==> src/rtl/flash_cmd_pkg.sv <==
package flash_cmd_pkg;
  localparam int ADDR_W  = 17;
  localparam int DATA_W  = 8;
  localparam int MATCH_W = 11;

  localparam logic [MATCH_W-1:0] UNLOCK_A = 11'h555;
  localparam logic [MATCH_W-1:0] UNLOCK_B = 11'h2AA;

  typedef enum logic [2:0] {
    CMD_NONE     = 3'd0,
    CMD_PROGRAM  = 3'd1,
    CMD_ERASE_ALL= 3'd2,
    CMD_ERASE_SEC= 3'd3,
    CMD_BOOT_LOCK= 3'd4,
    CMD_ID_ENTER = 3'd5,
    CMD_ID_LEAVE = 3'd6
  } cmd_e;

  typedef enum logic [2:0] {
    ST_IDLE, ST_KEY1, ST_KEY2, ST_PROG, ST_EKEY0, ST_EKEY1, ST_EKEY2
  } seq_e;
endpackage

==> src/rtl/flash_wr_filter.sv <==
module flash_wr_filter #(
  parameter int AW        = 17,
  parameter int DW        = 8,
  parameter int MIN_PULSE = 3
) (
  input  logic          clk,
  input  logic          rst_n,
  input  logic          we_n,
  input  logic          ce_n,
  input  logic          oe_n,
  input  logic [AW-1:0] addr,
  input  logic [DW-1:0] din,
  output logic          wr_evt,
  output logic [AW-1:0] wr_addr,
  output logic [DW-1:0] wr_data
);
  localparam int CW = $clog2(MIN_PULSE + 1) + 1;
  localparam logic [CW-1:0] LIMIT = CW'(MIN_PULSE);

  logic          strobe;
  logic          strobe_q;
  logic [CW-1:0] cnt_q, cnt_d;
  logic [AW-1:0] addr_q;
  logic [DW-1:0] data_q;

  assign strobe = ~we_n & ~ce_n & oe_n;

  always_comb begin
    if (!strobe)             cnt_d = '0;
    else if (cnt_q >= LIMIT) cnt_d = cnt_q;
    else                     cnt_d = cnt_q + 1'b1;
  end

  always_ff @(posedge clk or negedge rst_n) begin
    if (!rst_n) begin
      strobe_q <= 1'b0;
      cnt_q    <= '0;
    end else begin
      strobe_q <= strobe;
      cnt_q    <= cnt_d;
    end
  end

  always_ff @(posedge clk or negedge rst_n) begin
    if (!rst_n) begin
      addr_q <= '0;
      data_q <= '0;
    end else if (strobe) begin
      addr_q <= addr;
      data_q <= din;
    end
  end

  assign wr_evt  = strobe_q & ~strobe & (cnt_q >= LIMIT);
  assign wr_addr = addr_q;
  assign wr_data = data_q;
endmodule

==> src/rtl/flash_seq_fsm.sv <==
module flash_seq_fsm
  import flash_cmd_pkg::*;
#(
  parameter int AW = 17,
  parameter int DW = 8
) (
  input  logic          clk,
  input  logic          rst_n,
  input  logic          wr_evt,
  input  logic [AW-1:0] wr_addr,
  input  logic [DW-1:0] wr_data,
  input  logic          busy,
  output logic          cmd_valid,
  output logic [2:0]    cmd_code,
  output logic [AW-1:0] cmd_addr,
  output logic [DW-1:0] cmd_data,
  output logic          id_mode
);
  seq_e state_q, state_d;
  logic fire;
  cmd_e code_d;
  logic id_d;
  logic at_a, at_b;
  logic valid_q, id_q;
  cmd_e code_q;
  logic [AW-1:0] addr_q;
  logic [DW-1:0] data_q;

  assign at_a = (wr_addr[MATCH_W-1:0] == UNLOCK_A);
  assign at_b = (wr_addr[MATCH_W-1:0] == UNLOCK_B);

  always_comb begin
    state_d = state_q;
    fire    = 1'b0;
    code_d  = CMD_NONE;
    id_d    = id_q;
    if (busy) begin
      state_d = ST_IDLE;
    end else if (wr_evt) begin
      state_d = ST_IDLE;
      unique case (state_q)
        ST_IDLE: begin
          if (at_a && wr_data == 8'hAA) state_d = ST_KEY1;
          else if (id_q && wr_data == 8'hF0) begin
            fire = 1'b1; code_d = CMD_ID_LEAVE; id_d = 1'b0;
          end
        end
        ST_KEY1:  if (at_b && wr_data == 8'h55) state_d = ST_KEY2;
        ST_KEY2: begin
          if (at_a) begin
            unique case (wr_data)
              8'hA0: state_d = ST_PROG;
              8'h80: state_d = ST_EKEY0;
              8'h90: begin fire = 1'b1; code_d = CMD_ID_ENTER; id_d = 1'b1; end
              8'hF0: begin fire = 1'b1; code_d = CMD_ID_LEAVE; id_d = 1'b0; end
              default: ;
            endcase
          end
        end
        ST_PROG: begin fire = 1'b1; code_d = CMD_PROGRAM; end
        ST_EKEY0: if (at_a && wr_data == 8'hAA) state_d = ST_EKEY1;
        ST_EKEY1: if (at_b && wr_data == 8'h55) state_d = ST_EKEY2;
        ST_EKEY2: begin
          if (wr_data == 8'h30) begin
            fire = 1'b1; code_d = CMD_ERASE_SEC;
          end else if (at_a && wr_data == 8'h10) begin
            fire = 1'b1; code_d = CMD_ERASE_ALL;
          end else if (at_a && wr_data == 8'h40) begin
            fire = 1'b1; code_d = CMD_BOOT_LOCK;
          end
        end
        default: state_d = ST_IDLE;
      endcase
    end
  end

  always_ff @(posedge clk or negedge rst_n) begin
    if (!rst_n) begin
      state_q <= ST_IDLE;
      valid_q <= 1'b0;
      id_q    <= 1'b0;
    end else begin
      state_q <= state_d;
      valid_q <= fire;
      id_q    <= id_d;
    end
  end

  always_ff @(posedge clk or negedge rst_n) begin
    if (!rst_n) begin
      code_q <= CMD_NONE;
      addr_q <= '0;
      data_q <= '0;
    end else if (fire) begin
      code_q <= code_d;
      addr_q <= wr_addr;
      data_q <= wr_data;
    end
  end

  assign cmd_valid = valid_q;
  assign cmd_code  = code_q;
  assign cmd_addr  = addr_q;
  assign cmd_data  = data_q;
  assign id_mode   = id_q;
endmodule

==> src/rtl/flash_cmd_decoder.sv <==
module flash_cmd_decoder
  import flash_cmd_pkg::*;
#(
  parameter int MIN_PULSE = 3
) (
  input  logic              clk,
  input  logic              rst_n,
  input  logic              we_n,
  input  logic              ce_n,
  input  logic              oe_n,
  input  logic [ADDR_W-1:0] addr,
  input  logic [DATA_W-1:0] din,
  input  logic              busy,
  output logic              cmd_valid,
  output logic [2:0]        cmd_code,
  output logic [ADDR_W-1:0] cmd_addr,
  output logic [DATA_W-1:0] cmd_data,
  output logic              id_mode
);
  logic              wr_evt;
  logic [ADDR_W-1:0] wr_addr;
  logic [DATA_W-1:0] wr_data;

  flash_wr_filter #(.AW(ADDR_W), .DW(DATA_W), .MIN_PULSE(MIN_PULSE)) u_filter (
    .clk(clk), .rst_n(rst_n), .we_n(we_n), .ce_n(ce_n), .oe_n(oe_n),
    .addr(addr), .din(din),
    .wr_evt(wr_evt), .wr_addr(wr_addr), .wr_data(wr_data)
  );

  flash_seq_fsm #(.AW(ADDR_W), .DW(DATA_W)) u_fsm (
    .clk(clk), .rst_n(rst_n), .wr_evt(wr_evt), .wr_addr(wr_addr),
    .wr_data(wr_data), .busy(busy),
    .cmd_valid(cmd_valid), .cmd_code(cmd_code), .cmd_addr(cmd_addr),
    .cmd_data(cmd_data), .id_mode(id_mode)
  );
endmodule

==> config.mk <==
export PLATFORM = sky130hd
export DESIGN_NAME = flash_cmd_decoder
export DESIGN_NICKNAME = d
export VERILOG_FILES = /design/src/rtl/flash_cmd_pkg.sv /design/src/rtl/flash_wr_filter.sv /design/src/rtl/flash_seq_fsm.sv /design/src/rtl/flash_cmd_decoder.sv
export SDC_FILE = /design/constraint.sdc
export NUM_CORES = 1
export LEC_CHECK = 0
export ABC_AREA = 0
export CELL_PAD_IN_SITES_DETAIL_PLACEMENT = 0
export CELL_PAD_IN_SITES_GLOBAL_PLACEMENT = 1
export CORE_UTILIZATION = 41
export CTS_CLUSTER_DIAMETER = 80
export DETAILED_ROUTE_END_ITERATION = 6
export PLACE_DENSITY_LB_ADDON = 0.05
export SKIP_LAST_GASP = 1
export SYNTH_ARGS = -nofsm -noshare
export SYNTH_HDL_FRONTEND = slang
export SYNTH_SLANG_ARGS = --single-unit
==> constraint.sdc <==
create_clock -name clk -period 3.45 [get_ports clk]
set_clock_uncertainty 0.15 [all_clocks]
set_input_delay 0.5175 -clock clk [delete_from_list [all_inputs] [get_ports clk]]
set_output_delay 0.5175 -clock clk [all_outputs]
set_load 0.1 [all_outputs]
# Word-level counts from Yosys, hierarchy flattened
# Cells that the tools add are included.
# totals
latch_bits	0
input_bits	31
wordCells	88
ram_bits	0
ff_bits	62
mem_bits_ro	0
memories	0
# classes
n_reduce_logical	10
multipliers	0
shift	0
mux	36
div	0
n_eq_ne	22
n_lt_le_gt_ge	1
add_sub_neg	1
bitwise	8
# op_table
op	n
$mux W3	15
$eq A8 B8 Y1 const B	5
$eq A8 B7 Y1 const B	2
$pmux W3 S5	1
$mux W1	13
$pmux W3 S2	2
$pmux W3 S4	1
$eq A11 B10 Y1 const B	1
$eq A11 B11 Y1 const B	1
$eq A3 B3 Y1 const B	3
$eq A8 B5 Y1 const B	1
$eq A8 B6 Y1 const B	1
$reduce_and A7 Y1	1
$eq A3 B2 Y1 const B	2
$logic_and A1 B1 Y1	5
$and A1 B1 Y1	4
$ne A2 B1 Y1 const B	2
$ne A2 B2 Y1 const B	2
$not A1 Y1	4
$pmux W1 S2	2
$pmux W1 S4	1
$reduce_bool A2 Y1	2
$add A3 B1 Y3 const B	1
$eq A3 B1 Y1 const B	1
5 further kinds	5

# Depth between registers and ports, before layout
# Gate-level depths: netlist (run 1).
# logic_depth
depth_word	8
mapped_depth	8

# Cells and area by module
# Synthesis (run 1) repeated with hierarchy kept, for this count alone.
# unflattened
hier_cells	219
area_unflattened_um2	2936.6
# modules_own_cells
module	n_inst	area_each_um2	seq_area_each_um2	cells_each
flash_seq_fsm	1	1770.4	825.8	147
flash_wr_filter	1	1166.1	725.7	72

# Worst setup path before layout (run 1)
# No wires, ideal clock.
# synth_path
kind	flip-flop to flip-flop
from	register u_fsm.id_q (netlist: u_fsm.id_mode)
to	register u_fsm.addr_q[11] (netlist: u_fsm.cmd_addr[11])
stages_incl_launch_ff	7
setup_ns	0.126
t_required_ns	3.174
n_path_buf	1
arrival_ns	2.517
slack_ns	0.657
cell_sequence	dfrtp_1 nor2b_1 a31oi_1 or4b_4 a31oi_4 buf_12 mux2_4
# synth_via
elab_chain_len	6
# synth_rtl
item	line_no	rtl
start: declaration	flash_seq_fsm.sv:24	logic valid_q, id_q;
start signal: assignment	flash_seq_fsm.sv:85	id_q <= id_d;
$logic_and A1 B1 Y1	flash_seq_fsm.sv:44	else if (id_q && wr_data == 8'hF0) begin
$mux W1	flash_seq_fsm.sv:44	
$mux W1	flash_seq_fsm.sv:43	if (at_a && wr_data == 8'hAA) state_d = ST_KEY1;
$pmux W1 S4	flash_seq_fsm.sv:41	unique case (state_q)
$mux W1	flash_seq_fsm.sv:39	end else if (wr_evt) begin
$mux W1	flash_seq_fsm.sv:37	if (busy) begin
end signal: assignment	flash_seq_fsm.sv:96	addr_q <= wr_addr;
end: declaration	flash_seq_fsm.sv:26	logic [AW-1:0] addr_q;
# Every way passes these cells.
# A chain may end at the register's enable or synchronous reset.

# Worst setup path after layout (run 1)
# layout_path
from	register u_filter.cnt_q[0]
to	register u_fsm.addr_q[9] (netlist: u_fsm.cmd_addr[9])
# layout_via
elab_chain_len	4
# layout_rtl
item	line_no	rtl
start: declaration	flash_wr_filter.sv:22	logic [CW-1:0] cnt_q, cnt_d;
start signal: assignment	flash_wr_filter.sv:40	cnt_q <= cnt_d;
$ge A3 B2 Y1	flash_wr_filter.sv:54	assign wr_evt = strobe_q & ~strobe & (cnt_q >= LIMIT);
$and A1 B1 Y1	flash_wr_filter.sv:54	
$mux W1	flash_seq_fsm.sv:39	
$mux W1	flash_seq_fsm.sv:37	
# Every way passes these cells.

==> flow_metrics.py, run 1 <==
metrics = {
    "run_status": {
        "outcome": "complete, no violations",
    },
    "setup_path": {
        "path_common_cell": "ha_1",
        "required_ps": 3530,
        "crit_buf_inv": 1,
        "worstPathArrival_ps": 2990,
        "r2r_slack_ps": 540,
        "crit_chain": "ha_1 -> ha_1 -> a211oi_1 -> or4b_2 -> nand2b_1 -> a31oi_4 -> buf_12 -> mux2_2",
        "cp_max_fo": 27,
        "cpPeakStageDelay_ps": 710,
        "cp_top_family": "simple AND/OR/NAND/NOR gates",
        "critPathKind": "flop to flop",
        "cp_slowest_cell": "or4b_2",
        "end_kind": "flop",
        "start_kind": "flop",
    },
    "timing": {
        "maxClockFrequency_mhz": 344,
        "timing_hold_violations_final": 0,
        "worstMarginPinSlew_ps": 1080,
        "setup_violations": 0,
        "fin_crit_ps": 2910,
        "period_share_pct": 84.3,
        "drv_slew": 0,
        "finalSetupTns_ps": 0,
        "slew_headroom_pct": 28.3,
        "rsz0062_at_grt": "no",
    },
    "cts": {
        "cts_sinks": 62,
        "clockBufferDepth": 2,
        "cts-root-buf": "clkbuf_8",
        "insertion_delay_ps": 350,
        "cts_resized": 0,
        "cts_tree": "done",
        "cts_setup_buffers": 0,
        "clk_pin_slew_ps": 70,
        "htreeDepth": 3,
        "cts-buffers-inserted": 9,
        "ctsHoldBuffers": 0,
    },
    "cells_and_area": {
        "diodes": 0,
        "layout.nets": 300,
        "fillers": 548,
        "multiInputGateArea_um2": 1210,
        "final_common_cell": "dfrtp_1",
        "area_growth_syn_to_layout_pct": 31.8,
        "layout_common_cells": "62 x dfrtp_1, 58 x clkdlybuf4s50_1, 32 x mux2_2, 18 x mux2_4, 11 x clkbuf_8",
        "drive_gt1_share_pct": 30.5,
        "seq_area_um2": 1550,
    },
    "logic_synthesis": {
        "synth_edf_count": 0,
        "synth_flop_cell": "dfrtp_1",
        "ys_warn_count": 0,
        "ys_async_sr_fraction_pct": 100,
        "synth_fp_nets": 234,
        "syn_inst": 201,
        "seq_area_frac_synth_pct": 54.8,
        "synth_cell_type_count": 46,
        "syn-cell-area_um2": 2830,
        "syn_area_per_cell_um2": 14.1,
        "ys_ff_latch": 62,
    },
    "floorplan": {
        "coreArea_um2": 6490,
        "io-pin-count": 61,
        "dieArea_um2": 7240,
        "dieWidth_um": 85.1,
        "initial_core_util_pct": 43.6,
        "die_y_um": 85.1,
        "rows": 29,
    },
    "placement": {
        "routabilityCongestion": 0.788,
        "portBuffers": 60,
        "dp_hpwl_um": 4030,
    },
    "routing": {
        "postRouteAntennaNets": 0,
        "drc_errors": 0,
        "drt-initial-drc-count": 75,
        "via_per_inst": 5.46,
        "vias": 1907,
        "drt_wl_total_um": 5890,
        "drtPass1Iterations": 4,
        "wire_per_inst_um": 16.9,
    },
    "pwr": {
        "vdd_drop_max_uv": 265,
        "p_total_mw": 1.73,
        "p_leak_nw": 1.57,
        "cellPowerDensity_nw_per_um2": 464,
    },
    "grt": {
        "grt_max_degree": 49,
        "first_global_vias": 1931,
        "grt_pass1_wl_um": 10100,
        "antenna_found_initial": 0,
        "grtUsageTotal_pct": 18.8,
        "overflow": 0,
    },
    "worst_hold_path": {
        "min_path_type": "input pin to async pin",
    },
    "run": {
        "maxCapViolCount": 0,
    },
}
==> sequential cells by signal (all words and copies together), names as in the netlist <==
register	flops
u_filter.cnt_q	3
u_filter.strobe_q	1
u_filter.wr_addr	17
u_filter.wr_data	8
u_fsm.cmd_addr	17
u_fsm.cmd_code	3
u_fsm.cmd_data	8
u_fsm.cmd_valid	1
u_fsm.id_mode	1
u_fsm.state_q	3
==> cell type report <==
| class | count | share of cell area [%] |
|---|---|---|
| Timing Repair Buffer | 63 | 16.8 |
| Multi-Input combinational cell | 129 | 32.6 |
| Clock buffer | 11 | 4.06 |
| Inverter | 2 | 0.201 |
| Clock inverter | 5 | 2.18 |
| Tap cell | 77 | 2.58 |
| Sequential cell | 62 | 41.6 |
==> routing by layer <==
metal  track usage, %  share of wire [%]
met3             6.32                4.8
met2             28.2                 47
met4             6.47                1.4
met1             25.5                 46
met5                0                  0
==> path summary, 6_finish.rpt <==
kind / from / end / depth (start not counted)
max in group asynchronous: rst_n / u_fsm.cmd_addr[10] / 2
setup / recovery: u_filter.cnt_q[0] / u_fsm.cmd_addr[9] / 8
hold reg to reg: u_filter.wr_addr[15] / u_fsm.cmd_addr[15] / 1
min in group clk: u_filter.wr_addr[15] / u_fsm.cmd_addr[15] / 1
hold / removal: rst_n / u_filter.cnt_q[2] / 1
setup reg to reg: u_filter.cnt_q[0] / u_fsm.cmd_addr[9] / 8
==> through the flow <==
| step | hold WS, ps | instance area, µm² | setup slack, ps | cells | utilization, % |
|---|---|---|---|---|---|
| after floorplan | 71.9 | 2830 | 657 | 201 | - |
| after global placement | 337 | 3500 | 336 | 333 | 53.9 |
| after detailed placement | 343 | 3500 | 285 | 333 | 53.9 |
| after CTS | 250 | 3730 | 527 | 349 | 57.4 |
| after global routing | 291 | 3730 | 394 | 349 | 57.4 |
| final | 220 | 3730 | 543 | 349 | 57.4 |
==> cell families (layout without fill, tap and decap cells) <==
| logic type | count (synthesis) | in the layout | share of synthesized area (%) |
|---|---|---|---|
| flops | 62 | 62 | 54.8 |
| buf+inv | 10 | 81 | 2.47 |
| fa+ha+maj | 2 | 2 | 0.884 |
| simple gates | 51 | 51 | 12.7 |
| compound gates | 24 | 24 | 6.23 |
| xor+xnor | 1 | 1 | 0.309 |
| mux | 51 | 51 | 22.6 |
==> where the power goes <==
group          switching [mW]  internal, mW  total (mW)
sequential             0.0692         0.783       0.853
clock                   0.289         0.446       0.735
combinational          0.0491        0.0961       0.145
==> synth_stat cells, types with 2 or more instances <==
master    count  area share [%]
a211oi_1      3            0.80
a21oi_1       7             1.2
a31oi_1       2            0.44
and4b_1       2            0.71
buf_12        2             1.4
clkbuf_1      6            0.80
dfrtp_1      62              55
ha_1          2            0.88
inv_1         2            0.27
mux2_2       32              13
mux2_4       18             9.5
nand2_1       4            0.53
nand2b_1      3            0.66
nand3_1       3            0.53
nand4_1       2            0.44
nor2_1        3            0.40
nor2b_1       4            0.88
nor3_1        4            0.71
nor3b_1       3            0.80
nor4_1        3            0.66
nor4bb_1      4             1.4
o21ai_0       4            0.71
or4b_2        3             1.1
Power figures use the tool's default switching activity.
==> run 2, diff against run 1 <==
--- a/config.mk
+++ b/config.mk
@@ -8,7 +8,7 @@
 export ABC_AREA = 0
 export CELL_PAD_IN_SITES_DETAIL_PLACEMENT = 0
 export CELL_PAD_IN_SITES_GLOBAL_PLACEMENT = 1
-export CORE_UTILIZATION = 41
+export CORE_UTILIZATION = 37
 export CTS_CLUSTER_DIAMETER = 80
 export DETAILED_ROUTE_END_ITERATION = 6
 export PLACE_DENSITY_LB_ADDON = 0.05
==> constraint.sdc (replaced) <==
create_clock -name clk -period 2.6 [get_ports clk]
set_clock_uncertainty 0.15 [all_clocks]
set_input_delay 0.39 -clock clk [delete_from_list [all_inputs] [get_ports clk]]
set_output_delay 0.39 -clock clk [all_outputs]
set_load 0.1 [all_outputs]
==> run 2 against run 1 <==
Compared with the run above:
- the flow now finishes with violations (negative setup slack)
- critical path depth shrank 2
- final area grew 5.8%
- utilization shrank 3.6 points
- maximum frequency grew 9.0%
- clock power grew 16%
- final cell count grew 16%
- sequential power grew 29%
- sequential share of layout area shrank 2.2 points
- register-to-register slack lost 610 ps
- critical path type unchanged
- critical endpoint is now u_fsm.cmd_addr[8]
- largest power group unchanged
- highest routed layer unchanged
==> flow_metrics.py, run 2 (same netlist as run 1, synthesis figures left out) <==
metrics = {
    "cells_and_area": {
        "final_common_cell": "buf_4",
        "fillers": 634,
        "layout.nets": 333,
        "layout_common_cells": "63 x buf_4, 61 x dfrtp_1, 32 x mux2_2, 29 x clkdlybuf4s50_1, 18 x mux2_4",
        "diodes": 0,
        "drive_gt1_share_pct": 47.9,
        "area_growth_syn_to_layout_pct": 39.4,
        "final_cells": 404,
        "utilization_pct": 53.8,
    },
    "setup_path": {
        "worst_r2r_path_depth": 6,
        "r2r_slack_ps": -70,
        "start_kind": "flop",
        "end_kind": "flop",
        "r2r_start": "u_filter.wr_data[2]",
        "reg2reg_to": "u_fsm.cmd_addr[8]",
        "worstPathArrival_ps": 2740,
        "cp_max_fo": 15,
        "required_ps": 2670,
        "critPathKind": "flop to flop",
    },
    "routing": {
        "vias": 1969,
        "drtPass1Iterations": 4,
        "wire_per_inst_um": 15.8,
        "drt-initial-drc-count": 59,
        "postRouteAntennaNets": 0,
        "via_per_inst": 4.87,
        "drc_errors": 0,
        "drt_wl_total_um": 6390,
    },
    "run": {
        "maxCapViolCount": 0,
    },
    "worst_hold_path": {
        "hp-start": "u_filter.wr_addr[13]",
        "min_path_type": "flop to flop",
        "holdPathStages": 1,
        "min_to": "u_fsm.cmd_addr[13]",
    },
    "pwr": {
        "p_total_mw": 2.26,
        "vdd_drop_max_uv": 386,
        "p_leak_nw": 1.79,
        "cellPowerDensity_nw_per_um2": 572,
    },
    "timing": {
        "maxClockFrequency_mhz": 375,
        "timing_hold_violations_final": 0,
        "worstMarginPinSlew_ps": 546,
        "finalSetupTns_ps": -804,
        "rsz0062_at_grt": "yes",
        "finalWorstSetupSlack_ps": -67.8,
        "slew_headroom_pct": 62.7,
        "period_share_pct": 103,
        "setup_violations": 25,
        "drv_slew": 0,
        "fin_crit_ps": 2670,
    },
    "cts": {
        "clk_pin_slew_ps": 70,
        "cts-root-buf": "clkbuf_8",
        "htreeDepth": 3,
        "cts-buffers-inserted": 9,
        "cts_sinks": 62,
        "cts_tree": "done",
        "cts_resized": 0,
        "insertion_delay_ps": 330,
        "clockBufferDepth": 2,
    },
    "floorplan": {
        "io-pin-count": 61,
        "rows": 31,
        "initial_core_util_pct": 38.6,
        "coreArea_um2": 7330,
        "die_y_um": 89.5,
        "dieArea_um2": 8010,
        "dieWidth_um": 89.5,
    },
    "grt": {
        "grt_pass1_wl_um": 10200,
        "grt_max_degree": 31,
        "overflow": 0,
        "first_global_vias": 1985,
        "antenna_found_initial": 0,
        "grtUsageTotal_pct": 17.5,
    },
    "run_status": {
        "violations": "negative setup slack",
        "outcome": "finished, violations left",
    },
    "placement": {
        "post-place-ws_ps": -78.1,
        "placed_cells": 387,
        "dp_hpwl_um": 4630,
        "portBuffers": 60,
        "routabilityCongestion": 0.794,
    },
}
run 2: cell types whose count changed in the layout (fill, tap and decap cells not counted), sizes merged:
cell,before,now
clkdlybuf4s50,58,29
buf,5,66
clkbuf,11,13
clkinv,2,1
bufinv,2,1
dlygate4sd3,0,1
run 2: critical path, stage by stage, from the launching register on:
cell     delay, ps
dfrtp_1        400
or4_4          580
nor2_2         140
or4b_4         510
a31oi_4        230
buf_12         200
mux2_2         340
run 2: worst max-delay path by stage:
stage	start	slack, ps	endpoint	cells after the start
floorplan	u_filter.wr_data[2]	-20	u_fsm.cmd_addr[11]	6
detailed placement	oe_n	-80	u_fsm.cmd_addr[8]	7
CTS	u_filter.wr_data[2]	-70	u_fsm.cmd_addr[8]	6
global route	u_filter.wr_data[2]	-130	u_fsm.cmd_addr[10]	6
global placement	oe_n	-50	u_fsm.cmd_addr[8]	7
finish	u_filter.wr_data[2]	-70	u_fsm.cmd_addr[8]	6
run 2: cell type report:
cell class              count  area, µm²  share of cell area [%]
repair buffers             96        818                    20.7
multi-input cells         129       1240                    31.5
flip-flops and latches     62       1550                    39.3
clock inverters             3       42.5                    1.08
inverters                   2       7.51                   0.190
well taps                  99        124                    3.14
clock buffers              13        159                    4.03
run 2: power by group:
part	internal (mW)	switching (mW)	total, mW
clock network	0.494	0.361	0.856
registers	1.04	0.0620	1.10
logic	0.191	0.110	0.301
run 2: metal layers:
metal,vias up,part of all wire [%],track usage [%]
met5,-,0,0
met4,0,0.42,4.33
met3,3,4.3,5.54
met2,48,49,27.8
met1,959,46,23.4
li1,959,-,-
run 2: through the flow:
stage | hold slack (ps) | instance area, µm²
2_1_floorplan | -55.6 | 2860
3_3_place_gp | 205 | 3740
3_5_place_dp | 209 | 3740
4_1_cts | 356 | 3950
5_1_grt | 374 | 3950
6_report | 354 | 3950
run 2: what timing repair did:
action                                 4_1_cts  5_1_grt
setup buffers                                0        0
pin swaps                                    0        0
setup endpoints to repair                   25       25
endpoints found under the hold margin       17        0
hold buffers                                 1        0
